**config.mk**
```make
export PLATFORM = sky130hd
export DESIGN_NAME = link_fallback_ctrl
export DESIGN_NICKNAME = d
export VERILOG_FILES = /design/src/rtl/link_fallback_ctrl.sv
export SDC_FILE = /design/constraint.sdc
export NUM_CORES = 1
export LEC_CHECK = 0
export BUFFER_PORTS_ARGS = -buffer_cell sky130_fd_sc_hd__buf_4
export CORE_AREA = 2 2 74 76
export CTS_CLUSTER_DIAMETER = 150
export CTS_CLUSTER_SIZE = 12
export DETAILED_ROUTE_END_ITERATION = 10
export DIE_AREA = 0 0 76 78
export PLACE_DENSITY = 0.65
export SLEW_MARGIN = 10
export SYNTH_ARGS = -nofsm -noshare
export SYNTH_HDL_FRONTEND = slang
export SYNTH_SLANG_ARGS = --single-unit
export TNS_END_PERCENT = 30
```
**constraint.sdc**
```tcl
create_clock -name clk -period 2.4 [get_ports clk]
set_input_delay 0.36 -clock clk [delete_from_list [all_inputs] [get_ports clk]]
set_output_delay 0.36 -clock clk [all_outputs]
set_load 0.1 [all_outputs]
```
**src/rtl/link_fallback_ctrl.sv**
```systemverilog
module link_fallback_ctrl #(
  parameter int RATE_W        = 8,
  parameter int LANE_W        = 3,
  parameter int MAX_LANES     = 4,
  parameter int MAX_TRIES     = 6,
  parameter int SETTLE_CYCLES = 16,
  parameter logic [RATE_W-1:0] RATE_L0 = 8'h06,
  parameter logic [RATE_W-1:0] RATE_L1 = 8'h0A,
  parameter logic [RATE_W-1:0] RATE_L2 = 8'h14,
  parameter logic [RATE_W-1:0] RATE_L3 = 8'h1E
) (
  input  logic              clk,
  input  logic              rst_n,
  input  logic              start,
  input  logic [RATE_W-1:0] cap_rate,
  input  logic [4:0]        cap_lane_field,
  input  logic [RATE_W-1:0] sys_max_rate,
  input  logic              cap_ssc,
  input  logic              train_done,
  input  logic              cr_ok,
  input  logic              eq_ok,
  output logic [RATE_W-1:0] link_rate,
  output logic [LANE_W-1:0] lane_cnt,
  output logic              phy_reset,
  output logic              train_go,
  output logic              ssc_en,
  output logic              busy,
  output logic              done,
  output logic              pass
);
  localparam int CNT_W = $clog2(SETTLE_CYCLES + 1);
  localparam int TRY_W = $clog2(MAX_TRIES + 1);

  typedef enum logic [2:0] {S_IDLE, S_RST, S_SETTLE, S_GO, S_WAIT, S_FIN} state_t;

  state_t            state;
  logic [CNT_W-1:0]  settle_cnt;
  logic [TRY_W-1:0]  tries;
  logic [RATE_W-1:0] top_rate;
  logic [RATE_W-1:0] nxt_rate;
  logic [LANE_W-1:0] nxt_lanes;
  logic              give_up;

  wire [RATE_W-1:0] start_rate  = (cap_rate < sys_max_rate) ? cap_rate : sys_max_rate;
  wire [LANE_W-1:0] start_lanes = (cap_lane_field >= 5'(MAX_LANES)) ? LANE_W'(MAX_LANES)
                                                                     : cap_lane_field[LANE_W-1:0];
  wire [LANE_W-1:0] half_lanes  = lane_cnt >> 1;

  assign phy_reset = (state == S_RST);
  assign train_go  = (state == S_GO);
  assign busy      = (state != S_IDLE) && (state != S_FIN);

  always_comb begin
    nxt_rate  = link_rate;
    nxt_lanes = lane_cnt;
    give_up   = 1'b0;
    if (!cr_ok) begin
      case (link_rate)
        RATE_L0: begin
          nxt_lanes = half_lanes;
          nxt_rate  = top_rate;
          give_up   = (half_lanes == '0);
        end
        RATE_L1: nxt_rate = RATE_L0;
        RATE_L2: nxt_rate = RATE_L1;
        RATE_L3: nxt_rate = RATE_L2;
        default: give_up = 1'b1;
      endcase
    end else if (!eq_ok) begin
      if (lane_cnt == LANE_W'(4))      nxt_lanes = LANE_W'(2);
      else if (lane_cnt == LANE_W'(2)) nxt_lanes = LANE_W'(1);
      else                             give_up = 1'b1;
    end
  end

  always_ff @(posedge clk) begin
    if (!rst_n) begin
      state      <= S_IDLE;
      settle_cnt <= '0;
      tries      <= '0;
      top_rate   <= '0;
      link_rate  <= '0;
      lane_cnt   <= '0;
      ssc_en     <= 1'b0;
      done       <= 1'b0;
      pass       <= 1'b0;
    end else begin
      case (state)
        S_IDLE, S_FIN: begin
          if (start) begin
            link_rate <= start_rate;
            top_rate  <= start_rate;
            lane_cnt  <= start_lanes;
            ssc_en    <= cap_ssc;
            tries     <= '0;
            done      <= 1'b0;
            pass      <= 1'b0;
            state     <= S_RST;
          end
        end
        S_RST: begin
          settle_cnt <= '0;
          state      <= S_SETTLE;
        end
        S_SETTLE: begin
          if (settle_cnt == CNT_W'(SETTLE_CYCLES - 1)) state <= S_GO;
          else settle_cnt <= settle_cnt + 1'b1;
        end
        S_GO: begin
          tries <= tries + 1'b1;
          state <= S_WAIT;
        end
        S_WAIT: begin
          if (train_done) begin
            if (cr_ok && eq_ok) begin
              pass  <= 1'b1;
              done  <= 1'b1;
              state <= S_FIN;
            end else if (give_up || tries == TRY_W'(MAX_TRIES)) begin
              done  <= 1'b1;
              state <= S_FIN;
            end else begin
              link_rate <= nxt_rate;
              lane_cnt  <= nxt_lanes;
              state     <= S_RST;
            end
          end
        end
        default: state <= S_IDLE;
      endcase
    end
  end
endmodule

```
==> flow_summary.ini, run 1 <==
[outcome]
status = completed

[synth]
synth_edf_count = 0
synth_area_um2 = 2220
synthFlopType = dfxtp_1
synthSimpleGateAreaFrac_pct = 25.2
async_reset_ff_share_pct = 0
synth_top_area_cell = dfxtp_1
yosys_warnings = 0
synth_xor_area_share_pct = 2.37
yosysSeqAreaShare_pct = 29.8
yosysUniqueCellTypes = 62
yosys-top-cells-count = 33 x dfxtp_1, 29 x nand2_1, 28 x a21oi_1
syn_area_per_cell_um2 = 7.90
synth-seq-cells = 33
synthAdderAreaFrac_pct = 6.20
yosysTopAreaCellShare_pct = 29.8
synth.most_common_cell = dfxtp_1
synth_area_leaders = dfxtp_1 30%, a21oi_1 6.3%, ha_1 6.2%, nand2_1 4.9%, o21ai_0 4.7%
syn_nets = 320
muxShareOfSynthArea_pct = 1.58
synthCells = 281
synth_top_family_by_area = compound AO/OA/AOI/OAI gates
synth-compound-area-share_pct = 29.2

[floorplanning]
ios = 45
rows = 26
initial_utilization_pct = 44.0
die_area_um2 = 5930
die_y_um = 78
die_w_um = 76
core_um2 = 5040

[power_and_ir_drop]
power_density_nw_per_um2 = 1460
peakVddDrop_v = 0.000694
total_leakage_power_nw = 1.14

[global_route]
grt_start_max_net_pins = 37
overflow = 0
grt_pass1_wl_um = 9340
antenna_found_initial = 0
grt_pass1_vias = 2041
globalRouteTotalUtil_pct = 19.2

[clock_tree]
clkSinkCount = 33
cts-root-buf = clkbuf_8
cts_made_buffers = 5
cts_hold_buf = 0
cts_resized = 0
postCtsSetupBuffers = 0
cts_htree_levels = 2
clockBufferDepth = 2
clkTransAtPathRegs_ns = 0.07
clk_latency_ns = 0.29
cts_tree = yes

[worst_hold_path]
hp-class = in -> reg

[setup_path]
cp_slowest_cell = dfxtp_1
crit_fanout = 9
path_cells = inv_1 > or3_1 > inv_1 > buf_4
cp_top_family = buffers and inverters
crit_arrival_ns = 1.91
path_buf_inv = 3
end_kind = primary output
crit_path_frequent_cell = inv_1
cpPeakStageDelay_ns = 0.53
required_ns = 2.04
start_kind = flop
path_class = reg -> out

[route]
vias = 2199
wl_per_cell_um = 13.9
drc = 0
via_per_inst = 5.58
ant_nets = 0
routed_wl_um = 5480
dr.first_iter.drc_count = 113
dr.pass1.iters = 4

[timing]
tns_ns = 0
skew_ns = 0.00504
rsz0062_at_grt = no
maxSlewViolCount = 0
setup_violations = 0
clock.fmax_mhz = 441
finalCriticalPeriod_ns = 2.27
hold_viol = 0
relSlewSlack_pct = 63.4
finalCritPeriodShare_pct = 94.5
worst_pin_slew_ns = 0.544

[place]
place_congestion = 0.843
io_buffers = 44
place_hpwl_um = 4160
placed_cells = 386

[final_layout]
drive_above_1_share_pct = 24.4
syn2layout_area_growth_pct = 23.3
fin_cells = 394
num_antenna_cells = 0
layout.nets = 362
finalCoreUtilization_pct = 54.3

[flow_run]
maxCapViolCount = 0
## kinds of logic after synthesis
logic type / after synthesis
AND/OR/NAND/NOR: 97
flip-flops: 33
buffers and inverters: 31
multiplexers: 3
AO/OA/AOI/OAI: 100
adder cells (fa/ha/maj): 11
XOR/XNOR: 6
## state kept, by name, summed over array words and instances (netlist names)
name        flops
lane_cnt        3
tries           3
settle_cnt      5
top_rate        8
ssc_en          1
pass            1
link_rate       8
done            1
state           3
## report_power, final
| group | total (mW) | internal [mW] | switching, mW |
|---|---|---|---|
| sequential | 1.02 | 0.740 | 0.279 |
| clock | 0.467 | 0.259 | 0.208 |
| combinational | 2.50 | 0.770 | 1.73 |
## placed cells by master, fill, tap and decap left out, drive strengths merged, types with 2 or more instances in the layout
cell	n
mux2i	2
xor2	4
a211o	2
clkbuf	7
buf	52
o21a	3
nor3b	4
nand2b	5
a31oi	16
and3	3
o211ai	2
a211oi	2
a32o	2
nor4	7
xnor2	2
ha	11
a21boi	4
nor2	11
and2	2
nand2	29
or4	2
or3	2
nand3b	2
a21o	2
o22ai	2
nor2b	6
dfxtp	33
nand3	8
o221ai	2
o21ai	26
a21oi	29
inv	14
nor3	10
## final timing paths
check | cells past startpoint | startpoint | end | slack [ns]
setup / recovery | 4 | state[0] | train_go | 0.13
hold / removal | 3 | cap_ssc | ssc_en | 0.34
hold reg to reg | 2 | pass | pass | 0.48
setup reg to reg | 6 | state[2] | link_rate[1] | 0.36
## area by class of cell
cell class                 count  area (um2)
clock buffer                   7        96.3
clock inverter                 1        5.00
fill                         513        2310
inverter                      14        52.6
multi-input combinational    217        1440
sequential                    33         661
tap                           70        87.6
timing repair buffer          52         390
## layer usage
metal,track usage [%],part of all wire (%),up-vias
met5,0,0,-
met4,9.64,2.5,0
met3,5.58,5.4,11
met2,31.3,46,63
met1,23.1,46,1008
li1,-,-,1117
## stage by stage
step	power (mW)	setup WS, ns	hold WS [ns]	area [um2]
after detailed placement	3.52	0.256	0.472	2640
after CTS	4.00	0.121	0.329	2740
after floorplan	2.98	-0.00868	0.453	2230
after global routing	4.24	0.00546	0.340	2740
after global placement	3.51	0.272	0.456	2640
final	3.98	0.132	0.338	2740
## worst register-to-register path, cell delays in order (launching register included)
cell	delay [ns]
dfxtp_1	0.59
mux2i_1	0.32
a211o_2	0.26
nor2_4	0.08
a31o_2	0.29
and3_1	0.18
a32o_2	0.22
(Power assumes the default switching activity.)
==> run 2: changes to the inputs <==
==> constraint.sdc (replaced) <==
create_clock -name clk -period 2.6 [get_ports clk]
set_input_delay 0.39 -clock clk [delete_from_list [all_inputs] [get_ports clk]]
set_output_delay 0.39 -clock clk [all_outputs]
set_load 0.1 [all_outputs]
==> flow_summary.ini, run 2 (synthesized netlist as in run 1, its figures left out) <==
[global_route]
antenna_found_initial = 0
overflow = 0
grt_pass1_wl_um = 9250
globalRouteTotalUtil_pct = 19.0
grt_start_max_net_pins = 37
grt_pass1_vias = 2022

[setup_path]
start_kind = flop
cp_top_family = buffers and inverters
path_class = reg -> out
path_cells = inv_1 > or3_1 > inv_1 > buf_4
path_buf_inv = 3
crit_arrival_ns = 1.88
required_ns = 2.21
cp_slowest_cell = dfxtp_1
crit_fanout = 9
cpPeakStageDelay_ns = 0.51
end_kind = primary output
crit_path_frequent_cell = inv_1

[final_layout]
layout.nets = 360
syn2layout_area_growth_pct = 22.6
fill_cells = 496
design_area_um2 = 2720
layout_commonest_cell = buf_4
top_regs = link_rate x8, top_rate x8, settle_cnt x5
drive_above_1_share_pct = 23.9
fin_cells = 392
num_antenna_cells = 0
layout_common_cells = 50 x buf_4, 33 x dfxtp_1, 29 x nand2_1
multi_input_area_um2 = 1440
seq_area_um2 = 661

[clock_tree]
clkTransAtPathRegs_ns = 0.07
clkSinkCount = 33
cts_resized = 0
cts_hold_buf = 0
postCtsSetupBuffers = 0
cts-root-buf = clkbuf_8
cts_made_buffers = 5
cts_tree = yes
cts_htree_levels = 2
clk_latency_ns = 0.28
clockBufferDepth = 2

[place]
placed_cells = 384
placed_area_um2 = 2620
place_congestion = 0.812
io_buffers = 44
pre_cts_ws_ns = 0.298
place_hpwl_um = 4070

[timing]
hold_slack_ns = 0.364
finalCriticalPeriod_ns = 2.27
setup_violations = 0
clock.fmax_mhz = 441
rsz0062_at_grt = no
maxSlewViolCount = 0
hold_viol = 0
tns_ns = 0
timing.final.ws_setup_ns = 0.332
finalCritPeriodShare_pct = 87.2
skew_ns = 0.00368
relSlewSlack_pct = 57.8
worst_pin_slew_ns = 0.630

[route]
vias = 2192
dr.first_iter.drc_count = 124
drc = 0
wl_per_cell_um = 14.1
routed_wl_um = 5510
dr.pass1.iters = 4
ant_nets = 0
via_per_inst = 5.59

[flow_run]
maxCapViolCount = 0

[floorplanning]
die_w_um = 76
rows = 26
initial_utilization_pct = 44.0
ios = 45
die_area_um2 = 5930
die_y_um = 78
core_um2 = 5040

[power_and_ir_drop]
peakVddDrop_v = 0.000737
total_leakage_power_nw = 1.13
power_density_nw_per_um2 = 1350

[outcome]
status = completed

[worst_hold_path]
hp-class = in -> reg
run 2: cell types whose count changed in the layout (fill, tap and decap cells not counted), sizes merged:
cell / before / now
buf: 52 / 50
run 2: through the flow:
step,power [mW],util (%)
floorplan,2.75,-
global placement,3.22,52.0
detailed placement,3.24,52.0
CTS,3.68,54.0
global route,3.90,54.0
finish,3.67,54.0
run 2: where the power goes:
part / switching, mW / total [mW] / internal [mW]
clock: 0.190 / 0.429 / 0.239
sequential: 0.263 / 0.947 / 0.683
combinational: 1.60 / 2.30 / 0.700
total: 2.05 / 3.67 / 1.62
run 2: area by class of cell:
class / count / area share [%]
Clock inverter: 1 / 0.184
Tap cell: 70 / 3.22
Multi-Input combinational cell: 217 / 53.1
Inverter: 14 / 1.93
Sequential cell: 33 / 24.3
Timing Repair Buffer: 50 / 13.8
Clock buffer: 7 / 3.54
run 2: worst paths after layout:
| check | cells past startpoint | slack (ns) | start | end |
|---|---|---|---|---|
| setup reg to reg | 6 | 0.42 | state[2] | lane_cnt[0] |
| hold reg to reg | 2 | 0.47 | pass | pass |
| setup / recovery | 4 | 0.33 | state[0] | train_go |
| hold / removal | 3 | 0.36 | start | state[2] |
run 2: tightest hold or removal path: stages:
cell and delay [ns]:
buf_4 0.10, o41ai_1 0.06, nor2_1 0.07
run 2: routing by layer:
layer / track usage [%] / routed length, um / vias up
met1: 23.8 / 2590 / 990
met5: 0 / 0 / -
li1: - / - / 1124
met3: 3.95 / 277 / 11
met2: 31.9 / 2550 / 67
met4: 8.00 / 86 / 0
==> run 3: changes to the inputs <==
--- a/config.mk
+++ b/config.mk
@@ -12,6 +12,7 @@
 export DETAILED_ROUTE_END_ITERATION = 10
 export DIE_AREA = 0 0 76 78
 export PLACE_DENSITY = 0.65
+export RECOVER_POWER = 100
 export SLEW_MARGIN = 10
 export SYNTH_ARGS = -nofsm -noshare
 export SYNTH_HDL_FRONTEND = slang
==> flow_summary.ini, run 3 (synthesized netlist as in run 1, its figures left out) <==
[floorplanning]
die_area_um2 = 5930
core_um2 = 5040
die_y_um = 78
ios = 45
die_w_um = 76
rows = 26
initial_utilization_pct = 44.0

[route]
vias = 2190
dr.first_iter.drc_count = 134
ant_nets = 0
wl_per_cell_um = 14.1
via_per_inst = 5.59
dr.pass1.iters = 4
drc = 0
routed_wl_um = 5520

[setup_path]
required_ns = 2.21
r2r_end = link_rate[1]
crit_fanout = 9
cp-startpoint = state[0]
rrSetupSlack_ns = 0.33
path_class = reg -> out
crit_arrival_ns = 1.90
end_kind = primary output
start_kind = flop
reg2regPathDepth = 5
timing.rr.start = state[2]

[worst_hold_path]
holdPathEnd = state[2]
hp-class = in -> reg
hold_depth = 3
hold_start = start

[global_route]
globalRouteTotalUtil_pct = 19.0
grt_pass1_vias = 2022
overflow = 0
grt_start_max_net_pins = 37
antenna_found_initial = 0
grt_pass1_wl_um = 9250

[clock_tree]
cts_hold_buf = 0
cts_htree_levels = 2
cts-root-buf = clkbuf_8
clkTransAtPathRegs_ns = 0.07
clk_latency_ns = 0.29
cts_made_buffers = 5
clockBufferDepth = 2
cts_tree = yes
postCtsSetupBuffers = 0
clkSinkCount = 33
cts_resized = 0

[place]
place_congestion = 0.812
io_buffers = 44
place_hpwl_um = 4070

[power_and_ir_drop]
switching_power_mw = 2.03
power_density_nw_per_um2 = 1340
intPower_mw = 1.52
p_clk_share_pct = 12.2
seqPwrFrac_pct = 26.6
peakVddDrop_v = 0.000675
total_leakage_power_nw = 1.06
combPwrFrac_pct = 61.3
swShare_pct = 57.2
p_total_mw = 3.54

[timing]
setup_violations = 0
finalCritPeriodShare_pct = 88.1
relSlewSlack_pct = 21.6
skew_ns = 0.00633
clock.fmax_mhz = 436
tns_ns = 0
rsz0062_at_grt = no
finalCriticalPeriod_ns = 2.29
hold_viol = 0
worst_pin_slew_ns = 1.18
maxSlewViolCount = 0

[final_layout]
layout_common_cells = 33 x dfxtp_1, 33 x buf_4, 29 x nand2_1, 29 x a21oi_1, 24 x o21ai_0
top_regs = link_rate x8, top_rate x8, settle_cnt x5
layout.nets = 360
num_antenna_cells = 0
syn2layout_area_growth_pct = 18.9
drive_above_1_share_pct = 17.7

[flow_run]
maxCapViolCount = 0

[outcome]
status = completed
-- run 3: cell count changes in the layout (fill, tap and decap cells not counted), sizes merged --
| cell | previous run | this run |
|---|---|---|
| buf | 50 | 33 |
| clkbuf | 7 | 24 |
-- run 3: area by class of cell --
cell class | count | area (um2)
clock inverters | 1 | 5.00
inverters | 14 | 52.6
fillers | 522 | 2400
repair buffers | 50 | 318
multi-input cells | 217 | 1420
well taps | 70 | 87.6
clock buffers | 7 | 96.3
flip-flops and latches | 33 | 661
-- run 3: stage by stage --
stage / hold slack [ns] / cell area [um2] / setup WS [ns] / std cells / util, %
final: 0.360 / 2640 / 0.308 / 392 / 52.4
after global routing: 0.372 / 2640 / 0.121 / 392 / 52.4
after CTS: 0.357 / 2720 / 0.312 / 392 / 54.0
after detailed placement: 0.465 / 2620 / 0.298 / 384 / 52.0
after global placement: 0.455 / 2620 / 0.345 / 384 / 52.0
after floorplan: 0.453 / 2230 / 0.191 / 281 / -
-- run 3: critical path, cell delays in order (launching register included) --
cell and delay (ns):
dfxtp_1 0.51, inv_1 0.18, or3_1 0.49, inv_1 0.11
clkbuf_4 0.33
-- run 3: routing by layer --
layer	vias up	GRT usage [%]	share of wire [%]
met1	988	23.8	47
met5	-	0	0
met4	0	8.00	1.4
met2	70	31.9	46
li1	1123	-	-
met3	9	3.95	4.9
-- run 3: power by group through the flow --
stage / registers (mW) / logic (mW) / clock network, mW
floorplan: 1.36 / 1.39 / 0
global placement: 0.946 / 2.27 / 0
detailed placement: 0.951 / 2.29 / 0
CTS: 0.942 / 2.30 / 0.442
global route: 0.982 / 2.33 / 0.463
finish: 0.942 / 2.17 / 0.432
-- run 3: how the worst max path moves through the flow --
stage,to,cells after the start
after CTS,train_go,4
final,train_go,4
after global routing,lane_cnt[1],6
after detailed placement,link_rate[7],9
after floorplan,link_rate[1],7
after global placement,link_rate[7],9
